File: config.mk
export PLATFORM = sky130hd
export DESIGN_NAME = rr_exec_unit
export DESIGN_NICKNAME = d
export VERILOG_FILES = /design/src/rtl/rr_unit_pkg.sv /design/src/rtl/rr_decode.sv /design/src/rtl/rr_alu.sv /design/src/rtl/rr_skip.sv /design/src/rtl/rr_exec_unit.sv
export SDC_FILE = /design/constraint.sdc
export NUM_CORES = 1
export LEC_CHECK = 0
export BUFFER_PORTS_ARGS = -buffer_cell sky130_fd_sc_hd__buf_2
export CORE_ASPECT_RATIO = 1.5
export CORE_MARGIN = 4
export CORE_UTILIZATION = 49
export CTS_CLUSTER_SIZE = 8
export DETAILED_ROUTE_END_ITERATION = 10
export MAX_ROUTING_LAYER = met4
export PLACE_DENSITY = 0.73
export SYNTH_ARGS = -nofsm -noshare
export SYNTH_HDL_FRONTEND = slang
export SYNTH_HIERARCHICAL = 1
export SYNTH_SLANG_ARGS = --single-unit
File: constraint.sdc
create_clock -name clk -period 1 [get_ports clk]
set_input_delay 0.2 -clock clk [delete_from_list [all_inputs] [get_ports clk]]
set_output_delay 0.2 -clock clk [all_outputs]
set_load 0.02 [all_outputs]
File: src/rtl/rr_unit_pkg.sv
package rr_unit_pkg;
   // one-hot select positions inside the low instruction field
   localparam int BIT_CLR_A = 11;
   localparam int BIT_CLR_E = 10;
   localparam int BIT_CPL_A = 9;
   localparam int BIT_CPL_E = 8;
   localparam int BIT_ROT_R = 7;
   localparam int BIT_ROT_L = 6;
   localparam int BIT_INC_A = 5;
   localparam int BIT_SK_PL = 4;
   localparam int BIT_SK_MI = 3;
   localparam int BIT_SK_ZA = 2;
   localparam int BIT_SK_ZE = 1;
   localparam int BIT_STOP  = 0;
   localparam int SEL_W     = 12;
   localparam logic [2:0] OPC_REGREF = 3'b111;

   typedef struct packed {
      logic clr_a;
      logic clr_e;
      logic cpl_a;
      logic cpl_e;
      logic rot_r;
      logic rot_l;
      logic inc_a;
      logic sk_pl;
      logic sk_mi;
      logic sk_za;
      logic sk_ze;
      logic stop;
   } rr_ops_t;
endpackage

File: src/rtl/rr_decode.sv
module rr_decode
   import rr_unit_pkg::*;
#(
   parameter int WORD_W = 16
) (
   input  logic [WORD_W-1:0] instr_word,
   input  logic              phase_t3,
   output logic              en,
   output rr_ops_t           ops
);
   localparam int TOP = WORD_W - 1;
   localparam int OPC_LO = TOP - 3;

   if (WORD_W < 16) begin : g_bad_width
      $error("rr_decode: WORD_W must be at least 16");
   end

   logic [2:0] opc;
   logic       ind;
   logic [SEL_W-1:0] sel;

   assign opc = instr_word[OPC_LO +: 3];
   assign ind = instr_word[TOP];
   assign sel = instr_word[SEL_W-1:0];
   assign en  = phase_t3 && !ind && (opc == OPC_REGREF);

   always_comb begin
      ops       = '0;
      if (en) begin
         ops.clr_a = sel[BIT_CLR_A];
         ops.clr_e = sel[BIT_CLR_E];
         ops.cpl_a = sel[BIT_CPL_A];
         ops.cpl_e = sel[BIT_CPL_E];
         ops.rot_r = sel[BIT_ROT_R];
         ops.rot_l = sel[BIT_ROT_L];
         ops.inc_a = sel[BIT_INC_A];
         ops.sk_pl = sel[BIT_SK_PL];
         ops.sk_mi = sel[BIT_SK_MI];
         ops.sk_za = sel[BIT_SK_ZA];
         ops.sk_ze = sel[BIT_SK_ZE];
         ops.stop  = sel[BIT_STOP];
      end
   end

   // the stop request can only come from an enabled word
   always_comb begin
      a_r10_stop_needs_en : assert (!ops.stop || en);
   end
endmodule

File: src/rtl/rr_alu.sv
module rr_alu
   import rr_unit_pkg::*;
#(
   parameter int WORD_W = 16
) (
   input  rr_ops_t           ops,
   input  logic [WORD_W-1:0] acc_i,
   input  logic              ext_i,
   output logic [WORD_W-1:0] acc_o,
   output logic              ext_o
);
   localparam int MSB = WORD_W - 1;
   localparam logic [WORD_W-1:0] ONE = {{(WORD_W-1){1'b0}}, 1'b1};

   logic [WORD_W-1:0] a_clr, a_cpl, a_rr, a_rl;
   logic              e_clr, e_cpl, e_rr, e_rl;

   // stage 1: clear
   always_comb begin
      a_clr = ops.clr_a ? '0 : acc_i;
      e_clr = ops.clr_e ? 1'b0 : ext_i;
   end

   // stage 2: complement
   always_comb begin
      a_cpl = ops.cpl_a ? ~a_clr : a_clr;
      e_cpl = ops.cpl_e ? ~e_clr : e_clr;
   end

   // stage 3: rotate right through the extend flag
   always_comb begin
      if (ops.rot_r) begin
         a_rr = {e_cpl, a_cpl[MSB:1]};
         e_rr = a_cpl[0];
      end else begin
         a_rr = a_cpl;
         e_rr = e_cpl;
      end
   end

   // stage 4: rotate left through the extend flag
   always_comb begin
      if (ops.rot_l) begin
         a_rl = {a_rr[MSB-1:0], e_rr};
         e_rl = a_rr[MSB];
      end else begin
         a_rl = a_rr;
         e_rl = e_rr;
      end
   end

   // stage 5: increment, wraps, flag untouched
   assign acc_o = ops.inc_a ? a_rl + ONE : a_rl;
   assign ext_o = e_rl;

   // increment never touches the flag when used alone
   always_comb begin
      a_r7_inc_keeps_flag : assert (!(ops.inc_a && !ops.clr_e && !ops.cpl_e
                                      && !ops.rot_r && !ops.rot_l) || ext_o == ext_i);
   end
endmodule

File: src/rtl/rr_skip.sv
module rr_skip
   import rr_unit_pkg::*;
#(
   parameter int WORD_W = 16
) (
   input  rr_ops_t           ops,
   input  logic [WORD_W-1:0] acc_i,
   input  logic              ext_i,
   output logic              skip
);
   localparam int MSB = WORD_W - 1;
   localparam int N_TEST = 4;

   logic [N_TEST-1:0] sel_v, cond_v, hit_v;

   assign sel_v  = {ops.sk_pl, ops.sk_mi, ops.sk_za, ops.sk_ze};
   assign cond_v = {!acc_i[MSB], acc_i[MSB], (acc_i == '0), !ext_i};

   for (genvar k = 0; k < N_TEST; k++) begin : g_test
      assign hit_v[k] = sel_v[k] & cond_v[k];
   end

   assign skip = |hit_v;

   // plus and minus tests can never both succeed
   always_comb begin
      a_r8_sign_tests_exclusive : assert (!(hit_v[3] && hit_v[2]));
   end
endmodule

File: src/rtl/rr_exec_unit.sv
module rr_exec_unit
   import rr_unit_pkg::*;
#(
   parameter int WORD_W    = 16,
   parameter bit OUT_STAGE = 1'b1
) (
   input  logic              clk,
   input  logic              rst_n,
   input  logic [WORD_W-1:0] instr_word,
   input  logic              phase_t3,
   input  logic [WORD_W-1:0] acc_in,
   input  logic              ext_in,
   output logic [WORD_W-1:0] acc_nxt,
   output logic              ext_nxt,
   output logic              skip_req,
   output logic              halt_req,
   output logic              sc_clr
);
   localparam int TOP = WORD_W - 1;

   logic              en;
   rr_ops_t           ops;
   logic [WORD_W-1:0] acc_c;
   logic              ext_c, skip_c;

   rr_decode #(.WORD_W(WORD_W)) u_dec (
      .instr_word(instr_word), .phase_t3(phase_t3), .en(en), .ops(ops)
   );

   rr_alu #(.WORD_W(WORD_W)) u_alu (
      .ops(ops), .acc_i(acc_in), .ext_i(ext_in), .acc_o(acc_c), .ext_o(ext_c)
   );

   rr_skip #(.WORD_W(WORD_W)) u_skip (
      .ops(ops), .acc_i(acc_in), .ext_i(ext_in), .skip(skip_c)
   );

   if (OUT_STAGE) begin : g_reg
      always_ff @(posedge clk or negedge rst_n) begin
         if (!rst_n) begin
            acc_nxt  <= '0;
            ext_nxt  <= 1'b0;
            skip_req <= 1'b0;
            halt_req <= 1'b0;
            sc_clr   <= 1'b0;
         end else begin
            acc_nxt  <= acc_c;
            ext_nxt  <= ext_c;
            skip_req <= skip_c;
            halt_req <= ops.stop;
            sc_clr   <= en;
         end
      end

      logic port_en;
      assign port_en = phase_t3 && !instr_word[TOP] && (instr_word[TOP-1 -: 3] == 3'b111);

      a_r2_sc_clr_follows : assert property (@(posedge clk) disable iff (!rst_n)
         port_en |=> sc_clr);
      a_r1_sc_clr_idle : assert property (@(posedge clk) disable iff (!rst_n)
         !port_en |=> !sc_clr);
      a_r1_pass_through : assert property (@(posedge clk) disable iff (!rst_n)
         !port_en |=> (acc_nxt == $past(acc_in)) && (ext_nxt == $past(ext_in)));
      a_r1_no_req_idle : assert property (@(posedge clk) disable iff (!rst_n)
         !port_en |=> !skip_req && !halt_req);
      a_r10_halt_raised : assert property (@(posedge clk) disable iff (!rst_n)
         (port_en && instr_word[0]) |=> halt_req);
      a_r3_clear_acc_alone : assert property (@(posedge clk) disable iff (!rst_n)
         (port_en && instr_word[11:0] == 12'h800) |=> (acc_nxt == '0));
      a_r9_skip_on_zero : assert property (@(posedge clk) disable iff (!rst_n)
         (port_en && instr_word[2] && acc_in == '0) |=> skip_req);
   end else begin : g_comb
      assign acc_nxt  = rst_n ? acc_c : '0;
      assign ext_nxt  = rst_n && ext_c;
      assign skip_req = rst_n && skip_c;
      assign halt_req = rst_n && ops.stop;
      assign sc_clr   = rst_n && en;

      always_comb begin
         a_r1_comb_idle : assert (sc_clr || (!skip_req && !halt_req));
      end
   end
endmodule

-- After elaboration in Yosys (flattened, before gate mapping)
Index checks and enable logic that the tools add are counted.
- register bits after elaboration: 20
- bits of input ports: 36
- output and inout port bits: 20
- word-level logic and storage cells: 30
- $add $sub $neg: 1
- equal/unequal tests: 1
- mux-type cells: 10
- bitwise logic cells: 6
- reduce and logical (&&, ||, !) cells: 7
- operators with widths (operator ; number):
    $mux W16 ; 5
    $add A16 B1 Y16 const B ; 1
    $logic_not A16 Y1 ; 1
    $not A16 Y16 ; 1
    $mux W12 ; 1
    $and A1 B1 Y1 ; 4
    $mux W1 ; 4
    $reduce_or A4 Y1 ; 1
    $eq A3 B3 Y1 const B ; 1
    $logic_not A1 Y1 ; 3
    $logic_and A1 B1 Y1 ; 2
    $not A1 Y1 ; 1

-- Logic depth before layout (Yosys ltp)
- word-level depth: 11
- gate-level depth with buffers: 16
- depth with buffers taken out: 13

-- Hierarchy
Netlist, hierarchy kept.
- modules (own cells, without submodules) (module ; times used ; cells an instance ; area an instance (µm²)):
    rr_alu ; 1 ; 207 ; 1387.6
    rr_exec_unit ; 1 ; 20 ; 500.5
    rr_decode ; 1 ; 31 ; 219.0
    rr_skip ; 1 ; 10 ; 86.3

-- Worst setup path before layout
No wires, ideal clock.
- path kind: input to register
- from: in instr_word[15]
- to: reg acc_nxt[12]
- data arrival time: 2.872 ns
- required time: 0.872 ns
- path slack: -2.001 ns
- stages on the path: 13
- path through: nand2b_4 > buf_6 > nor3_2 > buf_6 > clkbuf_1 > buf_2 > o211ai_1 > o21ai_0 > ha_1 > nand2_1 > a2111o_1 > nor4b_2 > xnor2_1
- RTL lines (element ; RTL line ; source):
    start, declared ; rr_exec_unit.sv:9 ; input logic [WORD_W-1:0] instr_word,
    end signal, assigned ; rr_exec_unit.sv:41 ; acc_nxt <= '0;
    end signal, assigned ; rr_exec_unit.sv:47 ; acc_nxt <= acc_c;
    end, declared ; rr_exec_unit.sv:13 ; output logic [WORD_W-1:0] acc_nxt,

==> metrics.cfg <==
[power]
pwr-share-seq_pct = 30.5
powerDensity_nw_per_um2 = 710.9
switching_power_uw = 1064
netSwitchingFraction_pct = 36.30
peakVddDrop_mv = 0.4621
p_clk_share_pct = 21.9
p_int_uw = 1866
p_leak_uw = 0.001836
combPwrFrac_pct = 47.7

[critical_path]
cp-start-kind = input pin
worstSetupPathType = in2reg
slowest_delay_ps = 510
critPathRequiredTime_ps = 1120
critPathMaxFanout = 7
cp-end-kind = flop
crit_slowest_cell = or4_4
critPathArrivalTime_ps = 2840
path_cells = buf_6 > nand2b_4 > nor3_4 > buf_12 > buf_4 > mux2i_1 > nor2_1 > xnor2_1 > or4_4 > or3_4 > o41ai_2 > o211ai_1

[die]
rows = 29
die_w_um = 62.63
core_sq_um = 4282
initial_utilization_pct = 51.23
io_pins = 56
die_area_sq_um = 5632
die-height_um = 89.94

[timing]
fin_crit_sh_pct = 271.1
min_period_ps = 2711
final_hold_viol_count = 0
rsz0062_at_grt = true
final_max_slew_viol_count = 0
setup_tns_ps = -24020
tightest_slew_ps = 480.5
slew_headroom_pct = 67.97
max_freq_mhz = 368.8
setup_viol = 22
setup_ws_ps = -1711

[global_routing]
grt_pass1_wl_mm = 14.63
grt_overflow_total = 0
track_usage_pct = 33.01
antenna_found_initial = 0
grt_pass1_vias = 3016
grt_max_degree = 21

[clock_tree]
clk_pin_slew_ps = 80
numCtsBuffers = 3
cts_root_buf = clkbuf_8
cts.sinks = 20
clockBufferDepth = 2
cts_tree = yes
htree_levels = 1

[final_layout]
area_growth_syn_to_layout_pct = 87.91
n_antenna_cell = 0
fin_nets = 476
finalInstanceArea_sq_um = 4121
drive_gt1_share_pct = 62.10

[synth]
synth_top_family_by_area = simple AND/OR/NAND/NOR gates
synth-main-ff-cell = dfrtp_1
ys_async_sr_fraction_pct = 100.0
synthesis.area_sq_um = 2193
synth_edf_count = 0
postSynthAreaPerCell_sq_um = 8.184
synthMuxAreaShare_pct = 10.27
synth.distinct_cells = 56
synth-compound-area-share_pct = 18.43
synthSimpleGateAreaFrac_pct = 28.81
synthDominantCellAreaShare_pct = 22.82
yosysTopAreaCell = dfrtp_1
synthAdderAreaFrac_pct = 0.5705
synth_area_leaders = dfrtp_1, xnor2_1, nor3_2, nand2_1, mux2i_1
synth_xor_area_share_pct = 12.78
yosys.cell_count.top_type = nand2_1
synth_fp_nets = 305
synth.top_cells.by_count = nand2_1, nor2_1, xnor2_1, dfrtp_1
synthCells = 268
ys_warn_count = 6
synth-seq-cells = 20
synth-seq-area-share_pct = 22.82

[place]
place.detailed.hpwl_mm = 5.644
io_buffers = 55
placed_cell_area_sq_um = 3272
routabilityCongestion = 0.9709

[detailed_routing]
drc = 0
drt_pass1_iterations = 7
avgRoutedWirePerCell_um = 26.70
vias = 3337
first_iter_violations = 455
ant_nets = 0
vias_per_cell = 6.895
wirelength_mm = 12.93

[worst_hold_path]
min_path_type = in2reg
worstHoldPathCells = 3

[status]
violations = negative setup slack
status = finished with violations

[run]
drv_cap = 0

layer usage:
layer  share of wire, %  track usage, %  up-vias
li1                   -               -     1296
met1                 33           34.80     1548
met2                 47           57.44      349
met3                 11           4.489      144
met4                 10           20.44        0
met5                  0               -        -
state kept, by name, indices dropped and copies added, names as in the netlist:
register  cells
acc_nxt      16
ext_nxt       1
halt_req      1
sc_clr        1
skip_req      1
worst max-delay path: cells and delay by family:
kind	cells	cell delay, ps
compound gates	2	430
xor+xnor	1	160
buf+inv	3	380
mux	1	260
simple gates	5	1390
path summary, 6_finish.rpt:
kind | start | endpoint | slack (ps)
setup / recovery | instr_word[15] | acc_nxt[13]$_DFF_PN0_ | -1710
hold / removal | instr_word[0] | halt_req$_DFF_PN0_ | 170
max in group asynchronous | rst_n | acc_nxt[13]$_DFF_PN0_ | 250
min in group asynchronous | rst_n | acc_nxt[15]$_DFF_PN0_ | 420
power by group through the flow:
stage | registers [uW] | clock network, uW | logic [uW]
3_5_place_dp | 893 | 0 | 985
4_1_cts | 877 | 629 | 1090
5_1_grt | 901 | 680 | 1430
6_report | 893 | 640 | 1400
3_3_place_gp | 891 | 0 | 957
2_1_floorplan | 972 | 0 | 428
per-stage QoR:
| step | total power (uW) | hold slack [ps] | setup WS, ps | utilization (%) | std cells |
|---|---|---|---|---|---|
| after floorplan | 1400 | -95.59 | -1606 | - | 268 |
| after detailed placement | 1877 | 165.5 | -1785 | 76.42 | 448 |
| after global placement | 1848 | 159.3 | -1703 | 76.42 | 448 |
| after CTS | 2599 | 144.0 | -1469 | 85.94 | 472 |
| final | 2930 | 173.7 | -1711 | 96.26 | 484 |
| after global routing | 3010 | 181.0 | -1731 | 96.26 | 484 |
area by class of cell:
type | count | area (sq um)
multi-input cells | 220 | 1976
repair buffers | 183 | 1489
flip-flops and latches | 20 | 500.5
fillers | 94 | 160.2
well taps | 46 | 57.56
clock buffers | 4 | 55.05
inverters | 11 | 43.79
layout by cell type (no fill, tap or decap), types with 3 or more instances in the layout:
cell	synthesis	routed
nand2_1	30	26
nand2_2	1	3
dfrtp_1	20	20
nor3_4	0	6
a21oi_1	9	9
o21ai_2	1	4
nor2_1	26	23
mux2_4	0	4
buf_2	6	37
nor4_4	0	3
nand4_1	4	4
buf_6	3	40
mux2i_1	11	9
xnor2_2	0	4
nand3_1	5	4
mux2_2	9	5
nor3_2	12	10
buf_4	1	99
xnor2_1	26	20
clkbuf_8	0	4
nor3_1	8	4
a211oi_2	0	4
buf_8	0	4
xor2_1	6	6
o21ai_0	12	7
nor2b_2	0	5
nor2b_1	8	3
inv_1	10	10
o211ai_1	4	4
what timing repair did:
| item | 4_1_cts | 5_1_grt |
|---|---|---|
| buffers inserted | 19 | 11 |
| pin swaps | 28 | 24 |
| gates resized for setup | 48 | 79 |
| endpoints found under the setup margin | 19 | 34 |
| hold endpoints to repair | 20 | 0 |
| hold buffers | 1 | 0 |
| cloned | 0 | 1 |
kinds of logic after synthesis:
group | Yosys count
AND/OR/NAND/NOR | 112
buffers and inverters | 28
AO/OA/AOI/OAI | 54
flip-flops | 20
XOR/XNOR | 32
multiplexers | 21
adder cells (fa/ha/maj) | 1
Power figures use the tool's default switching activity.
